[config.mk]
export PLATFORM = sky130hd
export DESIGN_NAME = ddr_rd_burst_seq
export DESIGN_NICKNAME = d
export VERILOG_FILES = /design/src/rtl/ddr_rd_pkg.sv /design/src/rtl/ddr_rd_cmd_delay.sv /design/src/rtl/ddr_rd_col_gen.sv /design/src/rtl/ddr_rd_burst_engine.sv /design/src/rtl/ddr_rd_ap_timer.sv /design/src/rtl/ddr_rd_burst_seq.sv
export SDC_FILE = /design/constraint.sdc
export NUM_CORES = 1
export LEC_CHECK = 0
export ABC_AREA = 1
export BUFFER_PORTS_ARGS = -buffer_cell sky130_fd_sc_hd__buf_2
export CORE_MARGIN = 3
export CORE_UTILIZATION = 50
export DETAILED_ROUTE_END_ITERATION = 8
export HOLD_SLACK_MARGIN = 0.15
export PLACE_DENSITY = 0.76
export RECOVER_POWER = 25
export SETUP_SLACK_MARGIN = 0.2
export SYNTH_ARGS = -nofsm -noshare
export SYNTH_HDL_FRONTEND = slang
export SYNTH_SLANG_ARGS = --single-unit
[constraint.sdc]
create_clock -name clk_i -period 1.5 [get_ports clk_i]
set_input_delay 0.3 -clock clk_i [delete_from_list [all_inputs] [get_ports clk_i]]
set_output_delay 0.3 -clock clk_i [all_outputs]
set_load 0.02 [all_outputs]
[src/rtl/ddr_rd_pkg.sv]
package ddr_rd_pkg;
  parameter int unsigned COL_W  = 10;
  parameter int unsigned BANK_W = 2;
  parameter int unsigned ELEM_W = 3;           // log2 of longest burst
  parameter int unsigned PAIR_W = ELEM_W - 1;

  typedef struct packed {
    logic              vld;
    logic              ap;
    logic [BANK_W-1:0] bank;
    logic [COL_W-1:0]  col;
  } rd_cmd_t;

  localparam logic [1:0] BL_CODE_4 = 2'd2;
  localparam logic [1:0] BL_CODE_8 = 2'd3;
endpackage

[src/rtl/ddr_rd_cmd_delay.sv]
module ddr_rd_cmd_delay
  import ddr_rd_pkg::*;
#(
  parameter int unsigned MAX_CL = 4,
  parameter int unsigned CL_W   = $clog2(MAX_CL + 1)
) (
  input  logic            clk_i,
  input  logic            rst_ni,
  input  rd_cmd_t         cmd_i,
  input  logic [CL_W-1:0] cl_i,
  output rd_cmd_t         tap_o
);
  rd_cmd_t [MAX_CL-1:0] pipe_q;

  always_ff @(posedge clk_i or negedge rst_ni) begin
    if (!rst_ni) pipe_q <= '0;
    else         pipe_q <= {pipe_q[MAX_CL-2:0], cmd_i};
  end

  // stage cl-1 feeds the engine, so data appears after cl edges
  always_comb begin
    tap_o = '0;
    for (int i = 0; i < MAX_CL; i++)
      if (cl_i == CL_W'(i + 1)) tap_o = pipe_q[i];
  end
endmodule

[src/rtl/ddr_rd_col_gen.sv]
module ddr_rd_col_gen
  import ddr_rd_pkg::*;
(
  input  logic [COL_W-1:0]  base_i,
  input  logic [PAIR_W-1:0] pair_i,
  input  logic [1:0]        bl_i,
  input  logic              interleave_i,
  output logic [COL_W-1:0]  col_rise_o,
  output logic [COL_W-1:0]  col_fall_o
);
  localparam int unsigned HI_W = COL_W - ELEM_W;

  logic [ELEM_W-1:0] mask;
  logic [1:0][COL_W-1:0] col;

  always_comb begin
    unique case (bl_i)
      BL_CODE_4: mask = 3'b011;
      BL_CODE_8: mask = 3'b111;
      default:   mask = 3'b001;
    endcase
  end

  for (genvar s = 0; s < 2; s++) begin : g_slot
    logic [ELEM_W-1:0] elem, off, wrap;
    assign elem = {pair_i, 1'(s)};
    assign off  = base_i[ELEM_W-1:0] & mask;
    assign wrap = (interleave_i ? (off ^ elem) : (off + elem)) & mask;
    assign col[s] = (base_i & ~{{HI_W{1'b0}}, mask}) | {{HI_W{1'b0}}, wrap};
  end

  assign col_rise_o = col[0];
  assign col_fall_o = col[1];
endmodule

[src/rtl/ddr_rd_burst_engine.sv]
module ddr_rd_burst_engine
  import ddr_rd_pkg::*;
(
  input  logic              clk_i,
  input  logic              rst_ni,
  input  rd_cmd_t           tap_i,
  input  logic [1:0]        bl_i,
  input  logic              interleave_i,
  output logic              dqs_oe_o,
  output logic              dqs_rise_o,
  output logic              dqs_fall_o,
  output logic              dq_oe_o,
  output logic [COL_W-1:0]  col_rise_o,
  output logic [COL_W-1:0]  col_fall_o,
  output logic              done_o,
  output logic [BANK_W-1:0] done_bank_o
);
  logic              active_q, post_q, ap_q;
  logic [PAIR_W-1:0] pair_q, last_pair;
  logic [COL_W-1:0]  base_q;
  logic [BANK_W-1:0] bank_q;
  logic              at_last;

  always_comb begin
    unique case (bl_i)
      BL_CODE_4: last_pair = PAIR_W'(1);
      BL_CODE_8: last_pair = PAIR_W'(3);
      default:   last_pair = '0;
    endcase
  end

  assign at_last = active_q && (pair_q == last_pair);

  always_ff @(posedge clk_i or negedge rst_ni) begin
    if (!rst_ni) begin
      active_q <= 1'b0;
      post_q   <= 1'b0;
      ap_q     <= 1'b0;
      pair_q   <= '0;
      base_q   <= '0;
      bank_q   <= '0;
    end else begin
      post_q <= at_last && !tap_i.vld;
      if (tap_i.vld) begin
        // a new burst restarts the engine: truncation or concatenation
        active_q <= 1'b1;
        pair_q   <= '0;
        base_q   <= tap_i.col;
        bank_q   <= tap_i.bank;
        ap_q     <= tap_i.ap;
      end else if (at_last) begin
        active_q <= 1'b0;
      end else if (active_q) begin
        pair_q <= pair_q + PAIR_W'(1);
      end
    end
  end

  ddr_rd_col_gen u_col_gen (
    .base_i       (base_q),
    .pair_i       (pair_q),
    .bl_i         (bl_i),
    .interleave_i (interleave_i),
    .col_rise_o   (col_rise_o),
    .col_fall_o   (col_fall_o)
  );

  // tap valid while idle marks the preamble cycle
  assign dqs_oe_o    = active_q || post_q || tap_i.vld;
  assign dqs_rise_o  = active_q;
  assign dqs_fall_o  = 1'b0;
  assign dq_oe_o     = active_q;
  assign done_o      = at_last && ap_q;
  assign done_bank_o = bank_q;
endmodule

[src/rtl/ddr_rd_ap_timer.sv]
module ddr_rd_ap_timer
  import ddr_rd_pkg::*;
#(
  parameter int unsigned TRAS_W = 6,
  parameter int unsigned NB     = 1 << BANK_W
) (
  input  logic              clk_i,
  input  logic              rst_ni,
  input  logic              act_i,
  input  logic [BANK_W-1:0] act_bank_i,
  input  logic [TRAS_W-1:0] tras_i,
  input  logic              done_i,
  input  logic [BANK_W-1:0] done_bank_i,
  output logic [NB-1:0]     ap_req_o
);
  for (genvar b = 0; b < NB; b++) begin : g_bank
    logic [TRAS_W-1:0] cnt_q;
    logic              pend_q;
    logic              req;

    assign req         = pend_q && (cnt_q == '0);
    assign ap_req_o[b] = req;

    always_ff @(posedge clk_i or negedge rst_ni) begin
      if (!rst_ni) begin
        cnt_q  <= '0;
        pend_q <= 1'b0;
      end else begin
        if (act_i && act_bank_i == BANK_W'(b)) cnt_q <= tras_i;
        else if (cnt_q != '0)                  cnt_q <= cnt_q - TRAS_W'(1);
        if (done_i && done_bank_i == BANK_W'(b)) pend_q <= 1'b1;
        else if (req)                            pend_q <= 1'b0;
      end
    end
  end
endmodule

[src/rtl/ddr_rd_burst_seq.sv]
module ddr_rd_burst_seq
  import ddr_rd_pkg::*;
#(
  parameter int unsigned MAX_CL = 4,
  parameter int unsigned TRAS_W = 6,
  parameter int unsigned CL_W   = $clog2(MAX_CL + 1),
  parameter int unsigned NB     = 1 << BANK_W
) (
  input  logic              clk_i,
  input  logic              rst_ni,
  input  logic [CL_W-1:0]   cfg_cas_lat_i,
  input  logic [1:0]        cfg_burst_len_i,
  input  logic              cfg_interleave_i,
  input  logic [TRAS_W-1:0] cfg_tras_i,
  input  logic              act_i,
  input  logic [BANK_W-1:0] act_bank_i,
  input  logic              rd_i,
  input  logic [BANK_W-1:0] rd_bank_i,
  input  logic [COL_W-1:0]  rd_col_i,
  input  logic              rd_ap_i,
  output logic              dqs_oe_o,
  output logic              dqs_rise_o,
  output logic              dqs_fall_o,
  output logic              dq_oe_o,
  output logic [COL_W-1:0]  col_rise_o,
  output logic [COL_W-1:0]  col_fall_o,
  output logic [NB-1:0]     ap_req_o
);
  rd_cmd_t           cmd, tap;
  logic              done;
  logic [BANK_W-1:0] done_bank;

  assign cmd = '{vld: rd_i, ap: rd_ap_i, bank: rd_bank_i, col: rd_col_i};

  ddr_rd_cmd_delay #(.MAX_CL(MAX_CL), .CL_W(CL_W)) u_delay (
    .clk_i  (clk_i),
    .rst_ni (rst_ni),
    .cmd_i  (cmd),
    .cl_i   (cfg_cas_lat_i),
    .tap_o  (tap)
  );

  ddr_rd_burst_engine u_engine (
    .clk_i        (clk_i),
    .rst_ni       (rst_ni),
    .tap_i        (tap),
    .bl_i         (cfg_burst_len_i),
    .interleave_i (cfg_interleave_i),
    .dqs_oe_o     (dqs_oe_o),
    .dqs_rise_o   (dqs_rise_o),
    .dqs_fall_o   (dqs_fall_o),
    .dq_oe_o      (dq_oe_o),
    .col_rise_o   (col_rise_o),
    .col_fall_o   (col_fall_o),
    .done_o       (done),
    .done_bank_o  (done_bank)
  );

  ddr_rd_ap_timer #(.TRAS_W(TRAS_W), .NB(NB)) u_ap (
    .clk_i       (clk_i),
    .rst_ni      (rst_ni),
    .act_i       (act_i),
    .act_bank_i  (act_bank_i),
    .tras_i      (cfg_tras_i),
    .done_i      (done),
    .done_bank_i (done_bank),
    .ap_req_o    (ap_req_o)
  );
endmodule

-- After elaboration in Yosys (flattened, before gate mapping)
Index checks and enable logic that the tools add are counted.
- logic and storage cells: 128
- flip-flop bits (word level): 101
- output and inout port bits: 28
- add/sub/neg operators: 7
- bitwise operators: 9
- mux-type cells: 29
- equal/unequal tests: 14
- reductions and logical operators: 39
- operators by type and width (operator ; count):
    $mux W14 ; 4
    $mux W6 ; 8
    $logic_not A6 Y1 ; 4
    $reduce_bool A6 Y1 ; 4
    $sub A6 B1 Y6 const B ; 4
    $or A10 B3 Y10 ; 2
    $reduce_bool A2 Y1 ; 10
    $logic_and A1 B1 Y1 ; 15
    $eq A2 B2 Y1 const B ; 6
    $and A10 B10 Y10 ; 1
    $mux W1 ; 10
    $not A3 Y10 ; 1
    $and A3 B3 Y3 ; 3
    $add A3 B3 Y3 ; 2
    $eq A3 B2 Y1 const B ; 2
    $mux W2 ; 3
    $mux W3 ; 2
    $pmux W3 S2 ; 1
    $xor A3 B3 Y3 ; 2
    $eq A2 B1 Y1 const B ; 2
    $logic_not A2 Y1 ; 2
    $pmux W2 S2 ; 1
    $eq A3 B1 Y1 const B ; 1
    $eq A3 B3 Y1 const B ; 1
    6 further kinds ; 7

-- Depth between registers and ports, before layout
Gate-level depths: netlist (run 1).
- word-level depth: 7
- depth in mapped cells: 9
- gate-level depth less buffers: 9

-- Hierarchy
Synthesis (run 1) repeated with hierarchy kept, for this count alone.
- cell total of the unflattened synthesis: 534
- area, all modules: 4694.5 sq um
- by module, submodules not included (module ; sequential area each (sq um) ; area an instance (sq um) ; cells an instance ; instances):
    ddr_rd_cmd_delay ; 1401.3 ; 1928.1 ; 147 ; 1
    ddr_rd_ap_timer ; 700.7 ; 1744.2 ; 251 ; 1
    ddr_rd_burst_engine ; 425.4 ; 728.2 ; 87 ; 1
    ddr_rd_col_gen ; 0.0 ; 294.0 ; 49 ; 1

-- Worst setup path before layout (run 1)
No wires, ideal clock.
- path type: reg2out
- from: reg u_engine.base_q[1]
- to: out col_fall_o[1]
- data required time: 1.200 ns
- stages on the path, launching flop included: 6
- slack: -0.283 ns
- arrival time: 1.483 ns
- cells stage by stage: dfrtp_1 > nand2_1 > inv_1 > fa_1 > o21ai_0 > o21ai_0
- word-level cells in the longest chain between the ends: 5
- ends and longest elaborated chain (item ; line ; RTL):
    start: declaration ; ddr_rd_burst_engine.sv:20 ; logic [COL_W-1:0] base_q;
    start signal: assignment ; ddr_rd_burst_engine.sv:48 ; base_q <= tap_i.col;
    $and A3 B3 Y3 ; ddr_rd_col_gen.sv:27 ; assign off = base_i[ELEM_W-1:0] & mask;
    $add A3 B3 Y3 / $xor A3 B3 Y3 (equally long branches) ; ddr_rd_col_gen.sv:28 ; assign wrap = (interleave_i ? (off ^ elem) : (off + elem)) & mask;
    $mux W3 ; ddr_rd_col_gen.sv:28 ;
    $and A3 B3 Y3 ; ddr_rd_col_gen.sv:28 ;
    $or A10 B3 Y10 (*) ; ddr_rd_col_gen.sv:29 ; assign col[s] = (base_i & ~{{HI_W{1'b0}}, mask}) | {{HI_W{1'b0}}, wrap};
    end: declaration ; ddr_rd_burst_seq.sv:26 ; output logic [COL_W-1:0] col_fall_o,
Mark *: on every way between the ends. The rest lies on a longest branch, timed or not.

-- Worst setup path in the final report (run 1)
Same ends and word-level chain as after synthesis.

==> reports/metrics.yaml, run 1 <==
synth_most_common_cell: "nand2_1"
clock_latency_ns: 0.39
endpoint_kind: "output pin"
critical_path_required_ns: 1.20
arrival_ns: 1.73
hold_slack_ns: 0.263
cp_num_buf_inv: 2
grt_pass1_vias: 3579
status: "complete, but fails checks"
synth.area.mux_share: 0
drive_above_1_share: 0.445
antenna_found_initial: 0
core_sq_mm: 0.00826
rr_worst_depth: 9
cts.clk_slew.worst_paths_ns: 0.10
ys_seq_area_frac: 0.591
setup_tns_ns: -2.51
clockRootBuffer: "clkbuf_8"
grt_max_degree: 38
rr_startpoint: "u_ap.g_bank[2].cnt_q[1]"
cp-startpoint: "u_engine.base_q[1]"
initial_core_util: 0.518
rows: 33
crit_fanout: 2
die_x_um: 98.5
synthSimpleGateAreaFrac: 0.199
worst_clock_skew_ns: 0.0138
maxCapViolations: 0
dr.pass1.iters: 4
post_drt_wl_per_cell_um: 16.3
die_h_um: 98.5
cp_slowest_cell: "fa_2"
synth_top_cells_by_count: "nand2_1 (125), dfrtp_1 (101), inv_1 (41)"
worstSetupStartpointType: "flop"
slowest_delay_ns: 0.52
drt_wl_total_mm: 11.1
finalNetCount: 613
final_util: 0.754
violations: "setup timing"
cp.depth: 6
clkPwrFrac: 0.163
synth_top_family_by_area: "simple AND/OR/NAND/NOR gates"
synth_area_leaders: "dfrtp_1 (59%), nand2_1 (11%), buf_4 (3.7%)"
synth_edf_count: 0
cts_tree: "done"
hold_viol_final: 0
clk_path_buf_depth: 2
numCtsBuffers: 9
crit_top_cell: "o21ai_2"
numPortBuffers: 57
total_power_w: 0.0106
seq_power_share: 0.367
setup_viol: 10
relSlewSlack: 0.573
synthXorXnorAreaFrac: 0.0348
syn-num-nets: 484
nFillCells: 521
yosys.area_share.adder: 0.0310
ys_warn_count: 0
hold_path_class: "in -> reg"
holdPathStages: 3
synth_area_sq_mm: 0.00428
io_pins: 59
netSwitchingPower_w: 0.00405
syn_inst: 443
rsz0062_at_grt: "true"
cell_internal_pwr_w: 0.00653
setup_slack_ns: -0.532
grt_pass1_wl_mm: 16.9
path_cells: "nand2_1 -> inv_2 -> fa_2 -> o21ai_2 -> o21ai_2 -> buf_6"
area_growth_syn_to_layout_pct: 45.6
period_needed_ns: 2.03
place_worst_setup_slack_ns: -0.180
diodes: 0
hpwlAfterDp_mm: 6.09
vdd_drop_max_mv: 1.22
fin_crit_sh: 1.35
synth_ff_type: "dfrtp_1"
cts_sinks: 101
overflow: 0
async_reset_ff_frac: 1.00
hp-start: "cfg_tras_i[3]"
fmax_ghz: 0.492
powerDensity_mw_per_mm2: 1700
yosys.area.top_type: "dfrtp_1"
sw_frac_of_total: 0.383
vias: 3576
drc_errors: 0
ys_types: 26
ant_nets: 0
worst_slew_pin_slew_ns: 0.641
synth-compound-area-share: 0.0597
maxSlewViolCount: 0
viasPerCell: 5.24
die_area_sq_mm: 0.00970
synth.top_cell.area_share: 0.591
path_class: "reg -> out"
comb_power_share: 0.470
crit_family: "adder cells"
avgSynthCellArea_sq_um: 9.65
power.leakage_nw: 2.90
drt_iter0_drc: 137
synth-seq-cells: 101
track_usage: 0.220
place.gp.congestion: 0.868
htree_levels: 3
through the flow:
step                cell area (sq um)  std cells
finish                           6220        682
global route                     6220        682
CTS                              5670        660
detailed placement               4760        601
global placement                 4760        601
floorplan                        4320        443
state kept, by name, summed over array words and instances (netlist names):
name	cells
u_delay.pipe_q	56
u_engine.ap_q	1
u_engine.post_q	1
u_engine.base_q	10
u_ap.g_bank.cnt_q	24
u_engine.done_bank_o	2
u_ap.g_bank.pend_q	4
u_engine.dq_oe_o	1
u_engine.pair_q	2
final timing paths:
path	slack (ns)	end
max	-0.53	col_fall_o[1]
min	0.26	u_ap.g_bank[2].cnt_q[3]
min reg2reg	0.37	u_delay.pipe_q[34]
min in group asynchronous	0.46	u_delay.pipe_q[3]
max reg2reg	0.05	u_ap.g_bank[2].cnt_q[1]
max in group asynchronous	0.36	u_ap.g_bank[1].cnt_q[4]
worst reg2reg max path, stage by stage (launching register included):
cell	delay, ns
dfrtp_1	0.42
inv_2	0.09
ha_4	0.14
nand3_4	0.09
buf_4	0.14
buf_4	0.13
buf_8	0.13
nor2_4	0.11
nand2_2	0.07
o221ai_2	0.05
cells in the final DEF (no fill, tap or decap), types with 15 or more instances in the layout:
| master | n |
|---|---|
| nand4_1 | 17 |
| nand2_1 | 107 |
| buf_4 | 53 |
| nor2_4 | 17 |
| dlygate4sd3_1 | 15 |
| inv_1 | 27 |
| buf_2 | 39 |
| inv_2 | 15 |
| buf_6 | 34 |
| dfrtp_1 | 97 |
layer usage:
layer	track usage	routed length, um	vias to the layer above
met4	0.0735	275	0
met2	0.382	6000	92
li1	-	-	1675
met5	0	0	-
met1	0.270	4400	1785
met3	0.0524	413	24
layout make-up:
type	count	area [sq um]	share of cell area
flip-flops and latches	101	2530	0.407
multi-input cells	271	2000	0.321
repair buffers	145	1190	0.191
inverters	44	173	0.0277
well taps	105	131	0.0211
clock buffers	9	124	0.0199
clock inverters	7	77.6	0.0125
power by group through the flow:
| stage | clock (W) | combinational (W) | sequential [W] |
|---|---|---|---|
| after detailed placement | 0 | 0.00253 | 0.00378 |
| after floorplan | 0 | 0.00190 | 0.00371 |
| after global routing | 0.00188 | 0.00538 | 0.00395 |
| final | 0.00173 | 0.00497 | 0.00388 |
| after CTS | 0.00177 | 0.00374 | 0.00373 |
| after global placement | 0 | 0.00243 | 0.00375 |
kinds of logic after synthesis:
family / count (synthesis)
buffers and inverters: 71
adder cells (fa/ha/maj): 10
AND/OR/NAND/NOR: 202
XOR/XNOR: 17
flip-flops: 101
AO/OA/AOI/OAI: 41
other: 1
timing repair:
action                                 CTS  global route
buffers inserted                        28            22
endpoints found under the hold margin  100             0
setup endpoints to repair               27            58
hold buffers                            15             0
resized for setup                      102            99
pin swaps                               29            26
gates cloned                             0             0
Power figures use the tool's default switching activity.
==> inputs of run 2 (changes only) <==
--- a/config.mk
+++ b/config.mk
@@ -10,6 +10,7 @@
 export CORE_MARGIN = 3
 export CORE_UTILIZATION = 50
 export DETAILED_ROUTE_END_ITERATION = 8
+export GPL_TIMING_DRIVEN = 0
 export HOLD_SLACK_MARGIN = 0.15
 export PLACE_DENSITY = 0.76
 export RECOVER_POWER = 25
==> run 2 against run 1 <==
  * The flow still finishes with violations (setup timing)
  * Global-route usage increased by 0.54 points
  * Via count increased by 1.6%
  * Final cell count increased by 2.3%
  * Sequential share of layout area down 1.2 points
  * Die area did not move
==> reports/metrics.yaml, run 2 (synthesized netlist as in run 1, its figures left out) <==
maxSlewViolCount: 0  # unchanged
viasPerCell: 5.20  # -0.76%
powerDensity_mw_per_mm2: 1690  # -0.90%
ant_nets: 0  # unchanged
final_common_cell: "nand2_1"
diodes: 0  # unchanged
overflow: 0  # unchanged
cts_tree: "done"
worst_clock_skew_ns: 0.0166  # +0.00277 ns
vdd_drop_max_mv: 1.24  # +1.7%
antenna_found_initial: 0  # unchanged
grt_pass1_vias: 3777  # +5.5%
hp-start: "cfg_tras_i[4]"
crit_top_cell: "o21ai_2"
critical_path_required_ns: 1.20  # about the same
vias: 3632  # +1.6%
reg_top3: "u_delay.pipe_q (56), u_ap.g_bank.cnt_q (24), u_engine.base_q (10)"
arrival_ns: 1.72  # about the same
rr_startpoint: "u_ap.g_bank[1].cnt_q[0]"
clk_path_buf_depth: 2  # unchanged
largest_register_ffs: 56  # unchanged
power.leakage_nw: 3.05  # +4.9%
setup_tns_ns: -2.67  # -0.163 ns
most-common-layout-cells: "nand2_1 (105), dfrtp_1 (96), buf_6 (61)"
total_power_w: 0.0108  # +2.1%
nFillCells: 473  # -9.2%
cts_sinks: 101  # unchanged
setup_viol: 9  # -1
relSlewSlack: 0.560  # -0.0128
status: "complete, but fails checks"
hold_path_class: "in -> reg"
grt_max_degree: 54  # +42%
die_area_sq_mm: 0.00970  # unchanged
timing.rr.end: "u_ap.g_bank[1].cnt_q[4]"
io_pins: 59  # unchanged
drive_above_1_share: 0.440  # -0.00527
cp_slowest_cell: "fa_1"
hold_viol_final: 0  # unchanged
setup_slack_ns: -0.521  # +0.0118 ns
area_growth_syn_to_layout_pct: 50.0
path_class: "reg -> out"
worstSetupStartpointType: "flop"
rsz0062_at_grt: "true"
htree_levels: 3  # unchanged
crit_fanout: 2  # unchanged
clockRootBuffer: "clkbuf_8"
drt_wl_total_mm: 11.1  # -0.34%
regMostFlops: "u_delay.pipe_q"
slowest_delay_ns: 0.49  # -0.03 ns
endpoint_kind: "output pin"
crit_end: "col_fall_o[1]"
die_h_um: 98.5  # unchanged
initial_core_util: 0.518  # unchanged
numCtsBuffers: 9  # unchanged
r2r_setup_slack_ns: 0.06  # about the same
drt_iter0_drc: 145  # +5.8%
path_cells: "nand2_1 -> inv_2 -> fa_1 -> o21ai_2 -> o21ai_2 -> buf_6"
drc_errors: 0  # unchanged
worst_slew_pin_slew_ns: 0.660  # +0.0192 ns
post_drt_wl_per_cell_um: 15.8  # -2.6%
cts.clk_slew.worst_paths_ns: 0.10  # about the same
die_x_um: 98.5  # unchanged
rows: 33  # unchanged
fmax_ghz: 0.495  # +0.59%
place.gp.congestion: 0.831  # -4.3%
fin_crit_sh: 1.35  # -0.00788
violations: "setup timing"
hpwlAfterDp_mm: 5.87  # -3.7%
numPortBuffers: 57  # unchanged
finalNetCount: 629  # +2.6%
core_sq_mm: 0.00826  # unchanged
period_needed_ns: 2.02  # -0.0118 ns
rr_worst_depth: 10  # +1
maxCapViolations: 0  # unchanged
clock_latency_ns: 0.38  # about the same
grt_pass1_wl_mm: 17.4  # +2.9%
cp-startpoint: "u_engine.base_q[1]"
hold_slack_ns: 0.289  # +0.0256 ns
dr.pass1.iters: 5  # +1
track_usage: 0.225  # +0.00542
[run 2: cell types whose count changed in the layout (fill, tap and decap cells not counted), sizes merged]
| cell | delta |
|---|---|
| buf | +14 |
| bufinv | +3 |
| clkbuf | +3 |
| clkinvlp | -1 |
| inv | -3 |
[run 2: cell type report]
type	instances	area [sq um]	area share
Inverter	44	178	0.0277
Multi-Input combinational cell	271	1880	0.294
Buffer	27	283	0.0441
Sequential cell	101	2530	0.395
Clock inverter	6	116	0.0181
Tap cell	105	131	0.0205
Clock buffer	10	138	0.0215
Timing Repair Buffer	134	1150	0.180
[run 2: through the flow]
stage          worst slack [ns]  instances  cell area (sq um)  utilization
2_1_floorplan           -0.0550        443               4320            -
3_3_place_gp             -0.865        605               4740        0.574
3_5_place_dp             -0.204        606               4770        0.578
4_1_cts                  -0.516        677               5930        0.718
5_1_grt                  -0.588        698               6410        0.777
6_report                 -0.521        698               6410        0.777
[run 2: critical path, delay by kind of cell (launching register included)]
kind | cells | cell delay, ns
adder cells (fa/ha/maj) | 1 | 0.49
AND/OR/NAND/NOR | 1 | 0.09
flip-flops | 1 | 0.41
AO/OA/AOI/OAI | 2 | 0.18
buffers and inverters | 2 | 0.17
[run 2: repair_timing]
action	in CTS	in global routing
gates cloned	1	0
pin swaps	19	29
setup buffers	39	21
hold buffers	15	0
gates resized for setup	140	87
hold endpoints to repair	62	0
endpoints found under the setup margin	36	60
[run 2: report_power, final]
part / total [W] / internal, W / leakage [nW] / switching, W
sequential: 0.00384 / 0.00331 / 1.21 / 0.000530
clock: 0.00213 / 0.00117 / 0.127 / 0.000958
combinational: 0.00484 / 0.00254 / 1.71 / 0.00230
total: 0.0108 / 0.00702 / 3.05 / 0.00379
[run 2: how the worst min path moves through the flow]
stage	end	slack (ns)	cells after the start
final	u_ap.g_bank[2].cnt_q[4]	0.29	3
after global routing	u_ap.g_bank[1].cnt_q[4]	0.30	3
after CTS	u_ap.g_bank[1].cnt_q[4]	0.27	3
after detailed placement	u_engine.base_q[0]	0.36	1
after global placement	u_delay.pipe_q[43]	0.36	0
after floorplan	u_ap.g_bank[0].cnt_q[0]	0.004	0
[run 2: routing by layer]
layer | wire, um | vias up | part of all wire | track usage
li1 | - | 1710 | - | -
met1 | 4260 | 1784 | 0.39 | 0.270
met2 | 6000 | 111 | 0.54 | 0.395
met3 | 533 | 27 | 0.048 | 0.0580
met4 | 251 | 0 | 0.023 | 0.0777
met5 | 0 | - | 0 | 0
